<file path="config.mk">
export PLATFORM = sky130hd
export DESIGN_NAME = dma_req_front
export DESIGN_NICKNAME = d
export VERILOG_FILES = /design/src/rtl/dma_req_pkg.sv /design/src/rtl/dma_req_sync.sv /design/src/rtl/dma_req_cfg.sv /design/src/rtl/dma_req_detect.sv /design/src/rtl/dma_req_fsm.sv /design/src/rtl/dma_req_front.sv
export SDC_FILE = /design/constraint.sdc
export NUM_CORES = 1
export LEC_CHECK = 0
export BUFFER_PORTS_ARGS = -buffer_cell sky130_fd_sc_hd__buf_2
export CAP_MARGIN = 20
export CORE_MARGIN = 5
export CORE_UTILIZATION = 54
export DETAILED_ROUTE_END_ITERATION = 10
export PLACE_DENSITY = 0.8
export SLEW_MARGIN = 20
export SYNTH_ARGS = -nofsm -noshare
export SYNTH_HDL_FRONTEND = slang
export SYNTH_SLANG_ARGS = --single-unit
</file>
<file path="constraint.sdc">
create_clock -name clk -period 2.6 [get_ports clk]
set_input_delay 0.13 -clock clk [delete_from_list [all_inputs] [get_ports clk]]
set_output_delay 0.13 -clock clk [all_outputs]
set_load 0.02 [all_outputs]
</file>
<file path="src/rtl/dma_req_pkg.sv">
package dma_req_pkg;

    localparam logic [3:0] SRC_EXT  = 4'b0000;
    localparam logic [3:0] SRC_AUTO = 4'b0100;
    localparam logic [3:0] SRC_PERI = 4'b1000;

    typedef enum logic [1:0] {
        ST_OFF  = 2'd0,
        ST_IDLE = 2'd1,
        ST_XFER = 2'd2,
        ST_HOLD = 2'd3
    } req_state_e;

    function automatic logic src_known(input logic [3:0] code);
        return (code == SRC_EXT) || (code == SRC_AUTO) || (code == SRC_PERI);
    endfunction

endpackage

</file>
<file path="src/rtl/dma_req_sync.sv">
module dma_req_sync #(
    parameter int STAGES = 2
) (
    input  logic clk,
    input  logic rst_n,
    input  logic async_in,
    output logic sync_out
);
    logic [STAGES-1:0] chain;

    generate
        if (STAGES == 1) begin : g_one
            always_ff @(posedge clk or negedge rst_n) begin
                if (!rst_n) chain <= '0;
                else        chain <= async_in;
            end
        end else begin : g_many
            always_ff @(posedge clk or negedge rst_n) begin
                if (!rst_n) chain <= '0;
                else        chain <= {chain[STAGES-2:0], async_in};
            end
        end
    endgenerate

    assign sync_out = chain[STAGES-1];
endmodule

</file>
<file path="src/rtl/dma_req_cfg.sv">
module dma_req_cfg
    import dma_req_pkg::*;
#(
    parameter bit BURST_OK = 1'b1
) (
    input  logic       clk,
    input  logic       rst_n,
    input  logic       cfg_wr,
    input  logic       cfg_en,
    input  logic [3:0] cfg_src,
    input  logic [1:0] cfg_det,
    input  logic       cfg_burst,
    output logic       ctl_en,
    output logic [3:0] ctl_src,
    output logic [1:0] ctl_det,
    output logic       ctl_burst_eff,
    output logic       ctl_err
);
    logic       burst_q;
    logic       src_locked;
    logic [3:0] src_next;
    logic       bad_combo;
    logic       fault;

    // Source may only move while the channel is stopped.
    always_comb begin
        src_locked = ctl_en && (cfg_src != ctl_src);
        src_next   = src_locked ? ctl_src : cfg_src;
        bad_combo  = BURST_OK && cfg_burst && (src_next == SRC_PERI);
        fault      = src_locked || !src_known(src_next) || bad_combo;
    end

    always_ff @(posedge clk or negedge rst_n) begin
        if (!rst_n) begin
            ctl_en  <= 1'b0;
            ctl_src <= SRC_EXT;
            ctl_det <= 2'b00;
            burst_q <= 1'b0;
            ctl_err <= 1'b0;
        end else if (cfg_wr) begin
            ctl_en  <= cfg_en;
            ctl_src <= src_next;
            ctl_det <= cfg_det;
            burst_q <= cfg_burst;
            ctl_err <= fault;
        end
    end

    assign ctl_burst_eff = BURST_OK && burst_q;
endmodule

</file>
<file path="src/rtl/dma_req_detect.sv">
module dma_req_detect
    import dma_req_pkg::*;
#(
    parameter bit EXT_OK = 1'b1
) (
    input  logic       clk,
    input  logic       rst_n,
    input  logic       run,
    input  logic [3:0] src,
    input  logic [1:0] det,
    input  logic       ext_s,
    input  logic       periph_req,
    input  logic       xfer_done,
    output logic       want,
    output logic       lvl_mode
);
    logic ext_d;
    logic pend_q;
    logic is_ext, is_auto, is_peri;
    logic lvl_act, edge_hit, event_in;

    always_comb begin
        is_ext   = EXT_OK && (src == SRC_EXT);
        is_auto  = (src == SRC_AUTO);
        is_peri  = (src == SRC_PERI);
        lvl_act  = det[1] ? ext_s : !ext_s;
        edge_hit = det[1] ? (ext_s && !ext_d) : (!ext_s && ext_d);
        event_in = (is_ext && det[0] && edge_hit) || (is_peri && periph_req);
        lvl_mode = is_ext && !det[0];
        want     = is_auto
                 || (is_peri && (pend_q || periph_req))
                 || (is_ext && (det[0] ? (pend_q || edge_hit) : lvl_act));
    end

    always_ff @(posedge clk or negedge rst_n) begin
        if (!rst_n) begin
            ext_d  <= 1'b0;
            pend_q <= 1'b0;
        end else begin
            ext_d  <= ext_s;
            pend_q <= run && (event_in || (pend_q && !xfer_done));
        end
    end
endmodule

</file>
<file path="src/rtl/dma_req_fsm.sv">
module dma_req_fsm
    import dma_req_pkg::*;
(
    input  logic clk,
    input  logic rst_n,
    input  logic run,
    input  logic want,
    input  logic burst_eff,
    input  logic lvl_mode,
    input  logic xfer_done,
    output logic xfer_req,
    output logic hold_bus
);
    req_state_e state, state_nx;

    always_ff @(posedge clk or negedge rst_n) begin
        if (!rst_n) state <= ST_OFF;
        else        state <= state_nx;
    end

    always_comb begin
        state_nx = state;
        unique case (state)
            ST_OFF:  if (run) state_nx = ST_IDLE;
            ST_IDLE: begin
                if (!run)      state_nx = ST_OFF;
                else if (want) state_nx = ST_XFER;
            end
            ST_XFER: begin
                if (!run)           state_nx = ST_OFF;
                else if (xfer_done) state_nx = burst_eff ? ST_HOLD : ST_IDLE;
            end
            ST_HOLD: begin
                if (!run)          state_nx = ST_OFF;
                else if (want)     state_nx = ST_XFER;
                else if (lvl_mode) state_nx = ST_IDLE;
            end
            default: state_nx = ST_OFF;
        endcase
    end

    always_comb begin
        xfer_req = 1'b0;
        hold_bus = 1'b0;
        unique case (state)
            ST_OFF, ST_IDLE: ;
            ST_XFER: begin
                xfer_req = 1'b1;
                hold_bus = 1'b1;
            end
            ST_HOLD: hold_bus = 1'b1;
            default: ;
        endcase
    end
endmodule

</file>
<file path="src/rtl/dma_req_front.sv">
module dma_req_front
    import dma_req_pkg::*;
#(
    parameter int CHAN_IDX      = 0,
    parameter int EXT_LAST_CH   = 3,
    parameter int BURST_LAST_CH = 5,
    parameter int SYNC_STAGES   = 2
) (
    input  logic       clk,
    input  logic       rst_n,
    input  logic       cfg_wr,
    input  logic       cfg_en,
    input  logic [3:0] cfg_src,
    input  logic [1:0] cfg_det,
    input  logic       cfg_burst,
    input  logic       ext_req_in,
    input  logic       periph_req,
    input  logic       xfer_done,
    output logic       xfer_req,
    output logic       hold_bus,
    output logic       cfg_err
);
    localparam bit EXT_OK   = (CHAN_IDX <= EXT_LAST_CH);
    localparam bit BURST_OK = (CHAN_IDX <= BURST_LAST_CH);

    logic       ctl_en;
    logic [3:0] ctl_src;
    logic [1:0] ctl_det;
    logic       ctl_burst_eff;
    logic       ctl_err;
    logic       run;
    logic       ext_s;
    logic       want;
    logic       lvl_mode;

    dma_req_cfg #(.BURST_OK(BURST_OK)) u_cfg (
        .clk           (clk),
        .rst_n         (rst_n),
        .cfg_wr        (cfg_wr),
        .cfg_en        (cfg_en),
        .cfg_src       (cfg_src),
        .cfg_det       (cfg_det),
        .cfg_burst     (cfg_burst),
        .ctl_en        (ctl_en),
        .ctl_src       (ctl_src),
        .ctl_det       (ctl_det),
        .ctl_burst_eff (ctl_burst_eff),
        .ctl_err       (ctl_err)
    );

    dma_req_sync #(.STAGES(SYNC_STAGES)) u_sync (
        .clk      (clk),
        .rst_n    (rst_n),
        .async_in (ext_req_in),
        .sync_out (ext_s)
    );

    assign run = ctl_en && !ctl_err;

    dma_req_detect #(.EXT_OK(EXT_OK)) u_det (
        .clk        (clk),
        .rst_n      (rst_n),
        .run        (run),
        .src        (ctl_src),
        .det        (ctl_det),
        .ext_s      (ext_s),
        .periph_req (periph_req),
        .xfer_done  (xfer_done),
        .want       (want),
        .lvl_mode   (lvl_mode)
    );

    dma_req_fsm u_fsm (
        .clk       (clk),
        .rst_n     (rst_n),
        .run       (run),
        .want      (want),
        .burst_eff (ctl_burst_eff),
        .lvl_mode  (lvl_mode),
        .xfer_done (xfer_done),
        .xfer_req  (xfer_req),
        .hold_bus  (hold_bus)
    );

    assign cfg_err = ctl_err;
endmodule

</file>
### Word-level counts from Yosys, hierarchy flattened

Cells that the tools add are included.

| word-level totals | value |
|---|---|
| flip-flop bits (word level) | 15 |
| output and inout port bits | 3 |

| operators by class | value |
|---|---|
| equal/unequal tests | 12 |
| mux-type cells | 16 |
| reductions and logical operators | 34 |

Operators with widths:

| cell | count |
|---|---|
| two-way mux 2 bit | 9 |
| logical AND 1 bit | 13 |
| logical OR 1 bit | 10 |
| == test 4 x 3 -> 1 bit (second input constant) | 2 |
| == test 4 bit (second input constant) | 2 |
| zero test 4 bit | 2 |
| one-hot mux 2 bit (4 select lines) | 1 |
| zero test 1 bit | 6 |
| inequality test 3 bit (second input constant) | 2 |
| two-way mux 1 bit | 5 |
| == test 2 bit (second input constant) | 2 |
| two-way mux 4 bit | 1 |
| inequality test 4 bit | 1 |
| inequality test 4 bit (second input constant) | 1 |
| AND reduction 4 bit | 1 |
| == test 2 x 1 -> 1 bit (second input constant) | 1 |
| zero test 2 bit | 1 |
| inequality test 2 bit (second input constant) | 1 |
| OR reduction 2 bit | 1 |

### Depth between registers and ports, before layout

Gate-level depths: netlist (run 1).

| logic depth | value |
|---|---|
| word-level depth | 10 |
| depth in mapped cells | 5 |
| gate-level depth less buffers | 4 |

### Hierarchy

From an unflattened synthesis (run 1), not the netlist that was laid out.

| unflattened totals | value |
|---|---|
| cell total of the unflattened synthesis | 62 |
| area, all modules | 788.3 um2 |

Modules (own cells, without submodules):

| module | times used | cells an instance | area an instance (um2) | seq. area each (um2) |
|---|---|---|---|---|
| dma_req_cfg | 1 | 31 | 437.9 | 225.2 |
| dma_req_detect | 1 | 17 | 177.7 | 50.0 |
| dma_req_fsm | 1 | 11 | 108.9 | 50.0 |
| dma_req_sync | 1 | 2 | 50.0 | 50.0 |
| dma_req_front | 1 | 1 | 13.8 | 0.0 |

### Least setup slack after synthesis (run 1)

No wires, ideal clock.

| path | value |
|---|---|
| kind | flip-flop to flip-flop |
| from | reg u_sync.chain[1] |
| to | reg u_det.pend_q |
| setup time | 0.065 ns |
| arrival | 1.202 ns |
| data required time | 2.535 ns |
| slack | 1.333 ns |
| cell stages (with the launch flop) | 5 |
| path through | dfrtp_1 nor3b_2 o21ai_1 a2111oi_2 o21a_1 |

| on the way | value |
|---|---|
| word-level cells in the longest chain between the ends | 7 |

Ends and longest elaborated chain:

| element | line | source |
|---|---|---|
| start: declaration | dma_req_sync.sv:9 | `logic [STAGES-1:0] chain;` |
| start signal: assignment | dma_req_sync.sv:20 | `else chain <= {chain[STAGES-2:0], async_in};` |
| zero test 1 bit | dma_req_detect.sv:27 | `edge_hit = det[1] ? (ext_s && !ext_d) : (!ext_s && ext_d);` |
| logical AND 1 bit | dma_req_detect.sv:27 |  |
| two-way mux 1 bit * | dma_req_detect.sv:27 |  |
| logical AND 1 bit * | dma_req_detect.sv:28 | `event_in = (is_ext && det[0] && edge_hit) \|\| (is_peri && periph_req);` |
| logical OR 1 bit * | dma_req_detect.sv:28 |  |
| logical OR 1 bit * | dma_req_detect.sv:41 | `pend_q <= run && (event_in \|\| (pend_q && !xfer_done));` |
| logical AND 1 bit * | dma_req_detect.sv:41 |  |
| end signal: assignment | dma_req_detect.sv:41 |  |
| end: declaration | dma_req_detect.sv:18 | `logic pend_q;` |

Every way passes the cells marked *; elsewhere a longest branch is shown, timed or not.
A chain may end at the register's enable or synchronous reset.

### Worst setup path after layout (run 1)

Same ends and word-level chain as after synthesis.

==> impl_metrics.ini, run 1 <==
[run_status]
status = complete, no violations

[critical_path]
end_kind = flop
critPathKind = flop to flop
crit_required_ns = 2.82
cp_max_fo = 5
arrival_ns = 1.63
cp-start-kind = flop

[flow_run]
drv_cap = 0

[routing]
via_per_inst = 5.48
num_vias = 570
drt_iter0_drc = 10
drc = 0
first_pass_iters = 4
drt-total-wl_um = 1470
wl_per_cell_um = 14.1
ant_nets = 0

[timing]
post-route-period-util_pct = 54.2
max_freq_ghz = 0.710
setup_viol = 0
finalHoldViolCount = 0
layout_min_cycle_time_ns = 1.41
clock_skew_ns = 0.00452
setup_ws_ns = 1.19
setup_tns_ns = 0
slew_violations = 0
rsz0062_at_grt = false
worst_pin_slew_ns = 0.333
slew_headroom_pct = 77.5

[floorplanning]
coreArea_mm2 = 0.00130
initial_core_util_pct = 56.5
die_area_mm2 = 0.00220
die_w_um = 46.9
rows = 13
io_pins = 17
die_h_um = 46.9

[finish]
insertedDiodeCount = 0
fin_nets = 104
drive_above_1_share_pct = 32.6
syn2layout_area_growth_pct = 18.7

[placement]
dpl.hpwl_um = 1160
pre_cts_ws_ns = 1.19
numPortBuffers = 16
routabilityCongestion = 0.761

[clocking]
cts_tree = yes
clockBufferDepth = 2
clkLatencyLatePin_ns = 0.28
cts_root_buffer = clkbuf_4
numCtsBuffers = 3
post_cts_resized = 0
cts_sinks = 15
cts_max_level = 1
path_clk_slew_ns = 0.08

[synthesis]
synthesis.area_um2 = 736
seq_area_frac_synth_pct = 51.0
ys_async_sr_fraction_pct = 100
synthCells = 69
ys_ff_latch = 15
synthesis.nets = 83
ys_warn_count = 0
synth_edf_count = 0
synth_cell_types = 27
syn_area_per_cell_um2 = 10.7
synth_ff_type = dfrtp_1

[power_and_ir_drop]
pwr_density_cell_mw_per_mm2 = 568
leakage_nw = 0.388
ir_drop_mv = 0.537

[global_route]
grt_pass1_vias = 599
grt_usage_pct = 16.7
grt_pass1_wl_um = 2540
grt_max_degree = 16
antenna_found_initial = 0
gr-total-overflow = 0

[min_path]
hold_class = input port to flop
==> power by group <==
part	leakage, nW	total [mW]	switching, mW	internal (mW)
sequential	0.180	0.284	0.0287	0.255
clock	0.0177	0.130	0.0730	0.0571
combinational	0.189	0.0823	0.0392	0.0431
==> synthesized netlist by cell type (2+ instances only) <==
cell / count / area, um^2
nor2b_1: 4 / 25.0
mux2_2: 6 / 67.6
nor2_1: 4 / 15.0
dfrtp_1: 15 / 375
nand2_1: 4 / 15.0
o21ai_0: 5 / 25.0
nor3_1: 2 / 10.0
inv_1: 4 / 15.0
a21oi_1: 6 / 30.0
nand2b_1: 2 / 12.5
==> flip-flops by register name, indices dropped and copies added, names as in the netlist <==
register and flops:
u_cfg.ctl_src 4, u_cfg.ctl_en 1, u_det.pend_q 1, u_cfg.ctl_err 1
u_det.ext_d 1, u_sync.chain 2, u_cfg.ctl_burst_eff 1, u_cfg.ctl_det 2
u_fsm.state 2
==> placed cells by master (no fill, tap or decap), types with 2 or more instances in the layout <==
master / count
buf_2: 16
dfrtp_1: 15
mux2_2: 6
a21oi_1: 6
o21ai_0: 5
inv_1: 4
nand2_1: 4
nor2b_1: 4
nor2_1: 4
clkbuf_4: 3
nand2b_1: 2
nor3_1: 2
dlygate4sd3_1: 2
==> layout make-up <==
cell class	count	area (um^2)
well taps	15	18.8
inverters	4	15.0
clock buffers	3	22.5
repair buffers	18	100
flip-flops and latches	15	375
fillers	114	428
clock inverters	1	5.00
multi-input cells	48	337
==> per-layer routing <==
layer	up-vias	global-route usage, %	share of wire, %
met5	-	0	0
met4	0	9.94	2.7
met3	4	3.07	5.5
met2	14	27.9	49
met1	264	19.9	43
li1	288	-	-
==> worst max-delay path: stages, from the launching register on <==
cell	delay (ns)
dfrtp_1	0.45
nor3b_2	0.26
o21ai_1	0.12
a2111oi_2	0.35
o21a_1	0.16
==> kinds of logic (layout without fill, tap and decap cells) <==
logic type	Yosys count	in the layout	synth area share [%]
xor gates and xnor gates	2	2	2.38
muxes	6	6	9.18
and+or+nand+nor	20	20	15.0
AOI/OAI and AO/OA	20	20	19.2
DFF	15	15	51.0
buffers and inverters	6	26	3.23
==> stage by stage <==
stage                     instance area [um^2]  hold WS, ns  utilization, %  cells  power (mW)
after global routing                       873       0.0751            67.1    104       0.526
after CTS                                  873       0.0554            67.1    104       0.501
after floorplan                            736       -0.166               -     69       0.336
final                                      873       0.0588            67.1    104       0.496
after global placement                     826       0.0467            63.5     98       0.365
after detailed placement                   826       0.0462            63.5     98       0.370
==> worst paths after layout <==
path,startpoint,slack (ns),endpoint,cells after the start
max in group asynchronous,rst_n,2.08,u_det.pend_q$_DFF_PN0_,2
worst min register to register,u_sync.chain[0]$_DFF_PN0_,0.36,u_sync.chain[1]$_DFF_PN0_,0
worst max-delay path,u_sync.chain[1]$_DFF_PN0_,1.19,u_det.pend_q$_DFF_PN0_,4
worst min-delay path,cfg_det[0],0.06,u_cfg.ctl_det[0]$_DFFE_PN0P_,3
worst max register to register,u_sync.chain[1]$_DFF_PN0_,1.19,u_det.pend_q$_DFF_PN0_,4
min in group asynchronous,rst_n,0.28,u_cfg.ctl_burst_eff$_DFFE_PN0P_,2
==> timing repair <==
item / 4_1_cts / 5_1_grt
endpoints found under the setup margin: 0 / 0
hold buffers: 2 / 0
hold endpoints to repair: 16 / 0
buffers inserted: 0 / 0
No activity file was read; power rests on OpenSTA's default activity.
==> run 2, diff against run 1 <==
ABC_AREA = 1   (was unset)
CORE_UTILIZATION = 48   (was 54)
PLACE_DENSITY = 0.73   (was 0.8)
clock period = 1.2 ns   (was 2.6 ns; I/O delays follow)
==> impl_metrics.ini, run 2 <==
[run_status]
status = complete, but fails checks
violations = setup timing

[routing]
ant_nets = 0
wl_per_cell_um = 11.2
num_vias = 876
drt-total-wl_um = 2030
drc = 0
drt_iter0_drc = 9
first_pass_iters = 4
via_per_inst = 4.81

[clocking]
cts_root_buffer = clkbuf_4
numCtsBuffers = 3
cts_tree = yes
cts_max_level = 1
path_clk_slew_ns = 0.10
cts_sinks = 15
clockBufferDepth = 2
clkLatencyLatePin_ns = 0.28

[placement]
place_area_mm2 = 0.00109
numPortBuffers = 16
dpl.hpwl_um = 1530
routabilityCongestion = 0.864
pre_cts_ws_ns = -0.152
dp_cells = 170

[synthesis]
synth.largest_area_cell = dfrtp_1
synthesis.nets = 134
synth_xor_area_share_pct = 3.89
synth_mux_area_share_pct = 1.11
synth_compound_area_share_pct = 8.48
yosys.area_share.adder_pct = 0
synth_top_area_share_pct = 41.7
synthCells = 120
ys_async_sr_fraction_pct = 100
synth_edf_count = 0
synth.area.top_cells = dfrtp_1 (42%), nand2_1 (14%), inv_1 (6.7%)
netlist_top_cells_count = nand2_1 (34), inv_1 (16), dfrtp_1 (15)
synth_cell_types = 22
seq_area_frac_synth_pct = 41.7
synth_top_family_by_area = simple AND/OR/NAND/NOR gates
ys_ff_latch = 15
synthSimpleGateAreaFrac_pct = 36.4
synth.most_common_cell = nand2_1
ys_warn_count = 0
syn_area_per_cell_um2 = 7.50
synth_ff_type = dfrtp_1
synthesis.area_um2 = 900

[finish]
syn2layout_area_growth_pct = 37.8
ff_latch_area_um2 = 377
final_common_cell = nand2_1
fin_area_mm2 = 0.00124
insertedDiodeCount = 0
layout_common_cells = nand2_1 (32), buf_2 (15), buf_4 (14), dfrtp_1 (14), inv_1 (13)
drive_above_1_share_pct = 35.7
top_register = u_cfg.ctl_src
fillers = 145
largest_register_ffs = 4
final_cells = 182
fin_nets = 172
multiInputGateArea_um2 = 495

[power_and_ir_drop]
leakage_nw = 0.620
pwr_density_cell_mw_per_mm2 = 1160
ir_drop_mv = 0.891

[global_route]
grt_max_degree = 16
gr-total-overflow = 0
grt_pass1_wl_um = 3490
grt_pass1_vias = 843
grt_usage_pct = 17.1
antenna_found_initial = 0

[floorplanning]
die_h_um = 53.3
die_w_um = 53.3
die_area_mm2 = 0.00284
initial_core_util_pct = 51.5
coreArea_mm2 = 0.00175
rows = 15
io_pins = 17

[critical_path]
worst-path-buf-inv = 0
crit_family = simple AND/OR/NAND/NOR gates
slowest_delay_ns = 0.43
crit_chain = nor2_4 -> nand3_4 -> nor2_4 -> nand2_4 -> nand3_4 -> nand2_2 -> nor2_2 -> nand2_1 -> nand2_1
end_kind = flop
slowest_stage = dfrtp_1
cp-start-kind = flop
arrival_ns = 1.56
crit_required_ns = 1.43
critPathKind = flop to flop
cp_max_fo = 5

[timing]
slew_headroom_pct = 76.2
layout_min_cycle_time_ns = 1.32
clock_skew_ns = 0.00945
holdWs_ns = 0.0471
slew_violations = 0
max_freq_ghz = 0.757
setup_viol = 4
rsz0062_at_grt = true
worst_pin_slew_ns = 0.357
finalHoldViolCount = 0
post-route-period-util_pct = 110
setup_ws_ns = -0.121

[flow_run]
drv_cap = 0

[min_path]
hold_class = input port to flop
==> run 2: per-stage QoR <==
step | power (mW) | TNS [ns] | utilization, %
CTS | 1.38 | -0.269 | 67.6
global placement | 1.04 | -0.0315 | 62.3
global route | 1.56 | -0.842 | 71.0
floorplan | 0.906 | 0 | -
finish | 1.44 | -0.322 | 71.0
detailed placement | 1.06 | -0.155 | 62.3
==> run 2: routing by layer <==
layer  global-route usage [%]  part of all wire [%]  up-vias
met5                        0                     0        -
met4                     5.11                  0.69        0
met3                     3.66                   3.0        2
met2                     30.4                    52       13
met1                     20.1                    44      408
li1                         -                     -      453
==> run 2: final timing paths <==
kind | from | end | slack (ns) | depth (start not counted)
max in group asynchronous | rst_n | u_cfg.ctl_err$_DFFE_PN0P_ | 0.72 | 2
hold / removal | cfg_burst | u_cfg.ctl_burst_eff$_DFFE_PN0P_ | 0.05 | 3
hold reg to reg | u_sync.chain[0]$_DFF_PN0_ | u_sync.chain[1]$_DFF_PN0_ | 0.36 | 0
setup reg to reg | u_cfg.ctl_src[0]$_DFFE_PN0P_ | u_fsm.state[1]$_DFFE_PN0P_ | -0.12 | 9
setup / recovery | u_cfg.ctl_src[0]$_DFFE_PN0P_ | u_fsm.state[1]$_DFFE_PN0P_ | -0.12 | 9
min in group asynchronous | rst_n | u_fsm.state[1]$_DFFE_PN0P_ | 0.20 | 2
==> run 2: worst min-delay path, stage by stage <==
cell,delay [ns]
buf_2,0.10
inv_1,0.06
o21ai_0,0.08
==> run 2: cells by family (layout without fill, tap and decap cells) <==
group,after synthesis,in the layout
flip-flops,15,15
AO/OA/AOI/OAI,14,14
multiplexers,1,1
buffers and inverters,20,57
XOR/XNOR,4,4
AND/OR/NAND/NOR,66,66
==> run 2: power by group <==
group | switching [mW] | total [mW] | internal, mW
clock network | 0.173 | 0.296 | 0.124
registers | 0.0562 | 0.622 | 0.566
logic | 0.299 | 0.524 | 0.225
total | 0.527 | 1.44 | 0.915
==> run 2: final cells by class <==
class | count | area share, %
tap | 25 | 2.52
clock inverter | 1 | 0.404
multi-input combinational | 85 | 40.0
sequential | 15 | 30.4
inverter | 18 | 5.45
timing repair buffer | 35 | 19.5
clock buffer | 3 | 1.82
==> run 2: what timing repair did <==
action                                  4_1_cts  5_1_grt
endpoints found under the setup margin        4        6
resized for setup                             2       14
cloned                                        0        0
hold buffers                                  5        0
pin swaps                                     4        9
hold endpoints to repair                     19        0
buffers inserted                              2        1
